--- config.mk ---
export PLATFORM = sky130hd
export DESIGN_NAME = prot_supervisor
export DESIGN_NICKNAME = d
export VERILOG_FILES = /design/src/rtl/prot_pkg.sv /design/src/rtl/prot_sr_latch.sv /design/src/rtl/prot_debounce.sv /design/src/rtl/prot_cycle_count.sv /design/src/rtl/prot_supervisor.sv
export SDC_FILE = /design/constraint.sdc
export NUM_CORES = 1
export LEC_CHECK = 0
export BUFFER_PORTS_ARGS = -buffer_cell sky130_fd_sc_hd__buf_4
export CAP_MARGIN = 20
export CORE_MARGIN = 2
export CORE_UTILIZATION = 40
export CTS_CLUSTER_DIAMETER = 50
export DETAILED_ROUTE_END_ITERATION = 7
export PLACE_DENSITY = 0.7
export SLEW_MARGIN = 20
export SYNTH_ARGS = -nofsm -noshare
export SYNTH_HDL_FRONTEND = slang
export SYNTH_HIERARCHICAL = 1
export SYNTH_SLANG_ARGS = --single-unit
--- constraint.sdc ---
create_clock -name clk -period 1.5 [get_ports clk]
set_input_delay 0.15 -clock clk [delete_from_list [all_inputs] [get_ports clk]]
set_output_delay 0.15 -clock clk [all_outputs]
set_load 0.03 [all_outputs]
--- src/rtl/prot_pkg.sv ---
package prot_pkg;
    localparam int FLT_W     = 5;
    localparam int FLT_LOCK  = 0;
    localparam int FLT_VDDOV = 1;
    localparam int FLT_OUTOV = 2;
    localparam int FLT_SHORT = 3;
    localparam int FLT_HOT   = 4;
endpackage

--- src/rtl/prot_sr_latch.sv ---
module prot_sr_latch #(
    parameter bit SET_WINS = 1'b0,
    parameter bit INIT     = 1'b0
) (
    input  logic clk,
    input  logic rst_n,
    input  logic set_i,
    input  logic clr_i,
    output logic q_o
);
    typedef struct packed {
        logic q;
    } st_t;

    st_t st_d, st_q;

    generate
        if (SET_WINS) begin : g_set_pri
            always_comb begin
                st_d = st_q;
                if (set_i)      st_d.q = 1'b1;
                else if (clr_i) st_d.q = 1'b0;
            end
        end else begin : g_clr_pri
            always_comb begin
                st_d = st_q;
                if (clr_i)      st_d.q = 1'b0;
                else if (set_i) st_d.q = 1'b1;
            end
        end
    endgenerate

    always_ff @(posedge clk or negedge rst_n) begin
        if (!rst_n) st_q <= '{q: INIT};
        else        st_q <= st_d;
    end

    assign q_o = st_q.q;
endmodule

--- src/rtl/prot_debounce.sv ---
module prot_debounce #(
    parameter int CNT_MAX = 1000
) (
    input  logic clk,
    input  logic rst_n,
    input  logic flag_i,
    output logic flt_o
);
    localparam int CW = $clog2(CNT_MAX + 1);

    typedef struct packed {
        logic [CW-1:0] cnt;
        logic          flt;
    } st_t;

    st_t st_d, st_q;

    always_comb begin
        st_d = st_q;
        if (!flag_i) begin
            st_d.cnt = '0;
            st_d.flt = 1'b0;
        end else if (st_q.cnt == CW'(CNT_MAX - 1)) begin
            st_d.flt = 1'b1;
        end else begin
            st_d.cnt = st_q.cnt + 1'b1;
        end
    end

    always_ff @(posedge clk or negedge rst_n) begin
        if (!rst_n) st_q <= '0;
        else        st_q <= st_d;
    end

    assign flt_o = st_q.flt;
endmodule

--- src/rtl/prot_cycle_count.sv ---
module prot_cycle_count #(
    parameter int N = 3
) (
    input  logic clk,
    input  logic rst_n,
    input  logic strobe_i,
    input  logic hit_i,
    input  logic clr_i,
    output logic flt_o
);
    localparam int CW = $clog2(N + 1);

    typedef struct packed {
        logic [CW-1:0] cnt;
        logic          flt;
    } st_t;

    st_t st_d, st_q;

    always_comb begin
        st_d = st_q;
        if (clr_i) begin
            st_d = '0;
        end else if (!st_q.flt && strobe_i) begin
            if (!hit_i) begin
                st_d.cnt = '0;
            end else if (st_q.cnt == CW'(N - 1)) begin
                st_d.flt = 1'b1;
                st_d.cnt = '0;
            end else begin
                st_d.cnt = st_q.cnt + 1'b1;
            end
        end
    end

    always_ff @(posedge clk or negedge rst_n) begin
        if (!rst_n) st_q <= '0;
        else        st_q <= st_d;
    end

    assign flt_o = st_q.flt;
endmodule

--- src/rtl/prot_supervisor.sv ---
module prot_supervisor
    import prot_pkg::*;
#(
    parameter int OVP_DEB_CYC = 1000,
    parameter int SHORT_CYC   = 3
) (
    input  logic             clk,
    input  logic             rst_n,
    input  logic             sup_rise_i,
    input  logic             sup_fall_i,
    input  logic             sup_ov_i,
    input  logic             out_ov_i,
    input  logic             cs_short_i,
    input  logic             gate_cyc_i,
    input  logic             temp_hot_i,
    input  logic             temp_cool_i,
    output logic             gate_en_o,
    output logic [FLT_W-1:0] fault_o
);
    logic run_q, vddov_q, outov_q, short_q, hot_q;

    prot_sr_latch #(.SET_WINS(1'b0), .INIT(1'b0)) u_run (
        .clk(clk), .rst_n(rst_n), .set_i(sup_rise_i), .clr_i(sup_fall_i), .q_o(run_q)
    );

    prot_debounce #(.CNT_MAX(OVP_DEB_CYC)) u_vddov (
        .clk(clk), .rst_n(rst_n), .flag_i(sup_ov_i), .flt_o(vddov_q)
    );

    prot_sr_latch #(.SET_WINS(1'b0), .INIT(1'b0)) u_outov (
        .clk(clk), .rst_n(rst_n), .set_i(out_ov_i), .clr_i(sup_fall_i), .q_o(outov_q)
    );

    prot_cycle_count #(.N(SHORT_CYC)) u_short (
        .clk(clk), .rst_n(rst_n), .strobe_i(gate_cyc_i), .hit_i(cs_short_i),
        .clr_i(sup_fall_i), .flt_o(short_q)
    );

    prot_sr_latch #(.SET_WINS(1'b1), .INIT(1'b0)) u_hot (
        .clk(clk), .rst_n(rst_n), .set_i(temp_hot_i), .clr_i(temp_cool_i), .q_o(hot_q)
    );

    always_comb begin
        fault_o            = '0;
        fault_o[FLT_LOCK]  = ~run_q;
        fault_o[FLT_VDDOV] = vddov_q;
        fault_o[FLT_OUTOV] = outov_q;
        fault_o[FLT_SHORT] = short_q;
        fault_o[FLT_HOT]   = hot_q;
    end

    assign gate_en_o = run_q & ~(vddov_q | outov_q | short_q | hot_q);
endmodule

==> results of run 1 <==
==> power by group through the flow <==
stage / Clock (mW) / Combinational (mW) / Sequential, mW
global route: 0.272 / 0.118 / 0.487
CTS: 0.252 / 0.0982 / 0.486
detailed placement: 0 / 0.0958 / 0.495
global placement: 0 / 0.0929 / 0.494
floorplan: 0 / 0.0548 / 0.492
finish: 0.243 / 0.106 / 0.484
==> through the flow <==
stage | instance area [um^2] | util, %
2_1_floorplan | 863.3 | -
4_1_cts | 1020 | 50.94
5_1_grt | 1037 | 51.81
3_3_place_gp | 974.7 | 48.69
3_5_place_dp | 974.7 | 48.69
6_report | 1037 | 51.81
==> routing by layer <==
| layer | vias to the layer above | wire (um) | global-route usage [%] | part of all wire (%) |
|---|---|---|---|---|
| li1 | 326 | - | - | - |
| met1 | 326 | 703 | 16.96 | 43 |
| met2 | 18 | 818 | 21.27 | 50 |
| met3 | 2 | 100 | 5.357 | 6.1 |
| met4 | 0 | 15 | 4.054 | 0.92 |
| met5 | - | 0 | 0 | 0 |
==> area by class of cell <==
type | instances | area, um^2
clock buffer | 3 | 22.52
clock inverter | 1 | 5.005
fill | 202 | 964.7
inverter | 6 | 22.52
multi-input combinational | 54 | 382.9
sequential | 17 | 425.4
tap | 27 | 33.78
timing repair buffer | 19 | 145.1
==> sequential cells by signal (all words and copies together) (netlist names) <==
| signal | cells |
|---|---|
| u_short/st_q | 2 |
| u_vddov/st_q | 10 |
| u_short/flt_o | 1 |
| u_run/q_o | 1 |
| u_hot/q_o | 1 |
| u_vddov/flt_o | 1 |
| u_outov/q_o | 1 |
==> cell usage in the layout, fill, tap and decap left out, drive strengths merged, types with 3 or more instances in the layout <==
cell    netlist  layout
nand2b        4       4
nand2         7       7
clkbuf        1       3
nand3         4       4
a21oi         4       4
buf           4      18
inv           6       6
dfrtp        17      17
or4           4       4
o31ai         3       3
==> final timing paths <==
kind / cells past startpoint / from / slack, ns / to
setup reg to reg: 3 / u_vddov/st_q[6] / 0.11 / u_vddov/st_q[10]
setup / recovery: 3 / u_short/flt_o / -0.11 / gate_en_o
hold / removal: 2 / sup_fall_i / 0.04 / u_short/flt_o
max in group asynchronous: 2 / rst_n / 1.07 / u_hot/q_o
hold reg to reg: 1 / u_hot/q_o / 0.53 / u_hot/q_o
min in group asynchronous: 2 / rst_n / 0.25 / u_vddov/st_q[10]
==> cell families (layout without fill, tap and decap cells) <==
logic type,count (synthesis),count (layout),synth area share [%]
buf+inv,11,29,6.666
xor+xnor,2,2,2.029
flops,17,17,49.28
mux,2,2,2.319
compound gates,18,18,14.35
fa+ha+maj,1,1,1.449
simple gates,31,31,23.91
==> what timing repair did <==
| action | CTS | global route |
|---|---|---|
| endpoints found under the setup margin | 1 | 2 |
| hold endpoints to repair | 17 | 0 |
| gates resized for setup | 0 | 1 |
| hold buffers | 1 | 0 |
| buffers inserted | 1 | 2 |
==> worst register-to-register path: stages (launching register included) <==
cell and delay (ns):
dfrtp_1 0.45, nand4_2 0.20, or4_1 0.54, a21oi_1 0.15
==> flow_summary.ini, run 1 <==
[status]
outcome = finished, violations left
violations = setup timing

[power]
p_sw_share_pct = 25.39
p_int_mw = 0.6214
power.total_mw = 0.8329
irDropWorstVdd_v = 0.0005341
switchingPower_mw = 0.2115
p_clk_share_pct = 29.1
pwr_density_cell_nw_per_um2 = 803.0
seqPwrFrac_pct = 58.2
p_leak_nw = 0.4599
p_comb_share_pct = 12.7

[setup_path]
cpMaxStageDelayCell = or4_1
end_kind = output port
path_buf_inv = 1
cp.arrival_ns = 1.46
crit_path_start_kind = flop
crit_family = simple AND/OR/NAND/NOR gates
cp_data_required_time_ns = 1.35
cp_max_fo = 2
critPathKind = flop to output port
max_stage_delay_ns = 0.51
crit_chain = or4_1 > nor2_1 > buf_4

[yosys]
ys.warnings.count = 6
yosys-top-cells-count = dfrtp_1, nand2_1, inv_1
synth_top_cell_by_area = dfrtp_1
synthCells = 82
synth_area_um2 = 863.3
ys.flop_type = dfrtp_1
ys_seq_area_share_pct = 49.28
ys_ff_latch = 17
ys_types = 32
synth_edf_count = 0
synth_top_area_share_pct = 49.28
synth_nets = 93
yosysMostFrequentCell = dfrtp_1
synth.avg_cell_area_um2 = 10.53
synthTopCellsByArea = dfrtp_1, buf_4, or4_1
synthArstFlopShare_pct = 100.0

[timing]
setup_viol = 1
post-route-min-period_ns = 1.615
slew_viol_final = 0
fin_crit_sh_pct = 107.6
rsz0062_at_grt = yes
relSlewSlack_pct = 76.95
skew_ns = 0.003318
setup-tns-final_ns = -0.1147
fmax_ghz = 0.6193
setup_ws_ns = -0.1147
whs_ns = 0.03782
hold_viol = 0
worst_slew_pin_slew_ns = 0.3432

[clock_tree]
cts_sinks = 17
cts_htree_levels = 1
clockRootBuffer = clkbuf_4
clockBufferDepth = 2
clk_latency_ns = 0.29
cts_tree = done
cts_buffers = 3
clk_pin_slew_ns = 0.10

[grt]
grtUsageTotal_pct = 13.46
grt_pass1_wl_um = 2511
grt_pass1_vias = 574
antenna_found_initial = 0
grt_max_degree = 18
grt.overflow.total = 0

[flow_run]
maxCapViolations = 0

[placement]
portBuffers = 15
dpl_worst_slack_ns = 0.09122
dp.cells = 119
routabilityCongestion = 0.7452

[route]
drc = 0
drtIter0Drc = 28
wl_um = 1638
wl_per_cell_um = 12.90
vias_per_cell = 5.291
ant_nets = 0
vias = 672
dr.pass1.iters = 4

[final_layout]
fin_nets = 112
num_antenna_cells = 0
drive_gt1_share_pct = 28.00
syn_to_final_growth_pct = 20.14
fin_cells = 127

[floorplan]
initial_core_util_pct = 43.13
core_area_um2 = 2002
die_width_um = 50.46
ios = 16
die_area_um2 = 2546
placementRows = 16
die_h_um = 50.46

[min_path]
hold_path.class = input pin to flop
No activity file was read; power rests on OpenSTA's default activity.
==> run 2: changes to the inputs <==
Settings changed: CORE_ASPECT_RATIO set to 0.8, GPL_ROUTABILITY_DRIVEN set to 0, PLACE_DENSITY 0.7 to 0.72.
Clock period 1.5 ns to 1.4 ns, I/O delays scaled along.
==> flow_summary.ini, run 2 (synthesis results as in run 1) <==
[status]
outcome = finished, violations left
violations = setup timing

[floorplan]
die_area_um2 = 2548
initial_core_util_pct = 41.07
die_width_um = 55.94
die_h_um = 45.56
core_area_um2 = 2102
placementRows = 15
ios = 16

[final_layout]
largest_register_ffs = 10
fin_nets = 115
regMostFlops = u_vddov/st_q
final_common_cell = buf_4
final_cell_mix = buf_4, dfrtp_1, nand2_1
num_antenna_cells = 0
top_regs = u_vddov/st_q x10, u_short/st_q x2
syn_to_final_growth_pct = 26.81
drive_gt1_share_pct = 34.95

[grt]
grt_pass1_vias = 604
grt_max_degree = 18
antenna_found_initial = 0
grt_pass1_wl_um = 2573
grt.overflow.total = 0
grtUsageTotal_pct = 13.19

[route]
wl_um = 1641
met2RoutedLength_um = 855
vias_per_cell = 5.367
dr.pass1.iters = 4
wl_per_cell_um = 12.82
ant_nets = 0
drtIter0Drc = 19
wl_met3_um = 56
top_layer = met4
wl_met1_um = 716
vias = 687
drc = 0

[timing]
slew_viol_final = 0
skew_ns = 0.004633
fmax_ghz = 0.6275
hold_viol = 0
worst_slew_pin_slew_ns = 0.2176
relSlewSlack_pct = 85.37
rsz0062_at_grt = yes
setup_viol = 1
whs_ns = 0.03562
post-route-min-period_ns = 1.594
fin_crit_sh_pct = 113.8
setup_ws_ns = -0.1936

[clock_tree]
clockRootBuffer = clkbuf_4
clockBufferDepth = 2
cts_sinks = 17
cts_htree_levels = 1
clk_latency_ns = 0.28
clk_pin_slew_ns = 0.09
cts_buffers = 3
cts_tree = done

[setup_path]
rrSetupSlack_ns = 0.05
crit_family = simple AND/OR/NAND/NOR gates
path_buf_inv = 1
end_kind = output port
crit_chain = or4_4 > nor2_4 > buf_6
r2r_cells = 4
crit_path_start_kind = flop
r2r_end = u_vddov/st_q[6]
cpMaxStageDelayCell = or4_4
cp_data_required_time_ns = 1.26
cp_max_fo = 2
critPathKind = flop to output port
cp.arrival_ns = 1.45
r2r_start = u_vddov/st_q[1]
max_stage_delay_ns = 0.55

[placement]
dpl_worst_slack_ns = 0.05293
dp_hpwl_um = 1171
portBuffers = 15

[power]
irDropWorstVdd_v = 0.0006365
p_leak_nw = 0.4758
pwr_density_cell_nw_per_um2 = 809.8

[min_path]
whs_path_depth = 2
worstHoldStart = temp_hot_i
hold_path.class = input pin to flop
min_to = u_hot/q_o

[flow_run]
maxCapViolations = 0
-- run 2: cell count changes in the layout (fill, tap and decap cells not counted), sizes merged --
cell / previous run / this run
clkinv: 1 / 0
clkbuf: 3 / 4
buf: 18 / 21
-- run 2: how the worst max path moves through the flow --
stage | slack (ns) | startpoint | cells after the start | endpoint
final | -0.19 | u_short/flt_o | 3 | gate_en_o
after CTS | -0.20 | u_short/flt_o | 3 | gate_en_o
after global routing | -0.24 | u_short/flt_o | 3 | gate_en_o
after detailed placement | 0.05 | u_vddov/st_q[2] | 4 | u_vddov/st_q[2]
after floorplan | 0.06 | u_short/flt_o | 2 | gate_en_o
after global placement | 0.08 | u_vddov/st_q[6] | 3 | u_vddov/st_q[10]
-- run 2: area by class of cell --
cell class | count | area, um^2
fillers | 195 | 1007
well taps | 25 | 31.28
inverters | 6 | 22.52
multi-input cells | 54 | 412.9
clock buffers | 4 | 26.28
repair buffers | 22 | 171.4
flip-flops and latches | 17 | 430.4
-- run 2: what timing repair did --
| item | in CTS | in global routing |
|---|---|---|
| pin swaps | 0 | 2 |
| hold buffers | 1 | 0 |
| gates resized for setup | 1 | 9 |
| hold endpoints to repair | 17 | 0 |
| buffers inserted | 0 | 2 |
| setup endpoints to repair | 1 | 10 |
-- run 2: report_power, final --
group | switching (mW) | internal, mW | total (mW) | leakage (nW)
Clock | 0.134 | 0.111 | 0.245 | 0.0150
Sequential | 0.0149 | 0.506 | 0.521 | 0.222
Combinational | 0.0628 | 0.0578 | 0.121 | 0.239
-- run 2: metrics by stage --
stage          TNS [ns]  utilization [%]  power (mW)  cell area, um^2  instances
3_5_place_dp          0            47.80      0.6390             1005        121
5_1_grt         -0.2416            52.08      0.9403             1095        128
4_1_cts         -0.1980            49.70      0.8916             1045        126
3_3_place_gp          0            47.80      0.6350             1005        121
6_report        -0.1936            52.08      0.8865             1095        128
2_1_floorplan         0                -      0.5866            865.8         82
-- run 2: worst register-to-register path, delay by kind of cell (launching register included) --
family | cells | cell delay, ns
AO/OA/AOI/OAI | 1 | 0.17
flip-flops | 1 | 0.39
AND/OR/NAND/NOR | 2 | 0.57
buffers and inverters | 1 | 0.14
-- run 2: per-layer routing --
layer / up-vias / global-route usage, %
li1: 337 / -
met1: 334 / 16.97
met2: 14 / 21.19
met3: 2 / 3.693
met4: 0 / 6.190
met5: - / 0
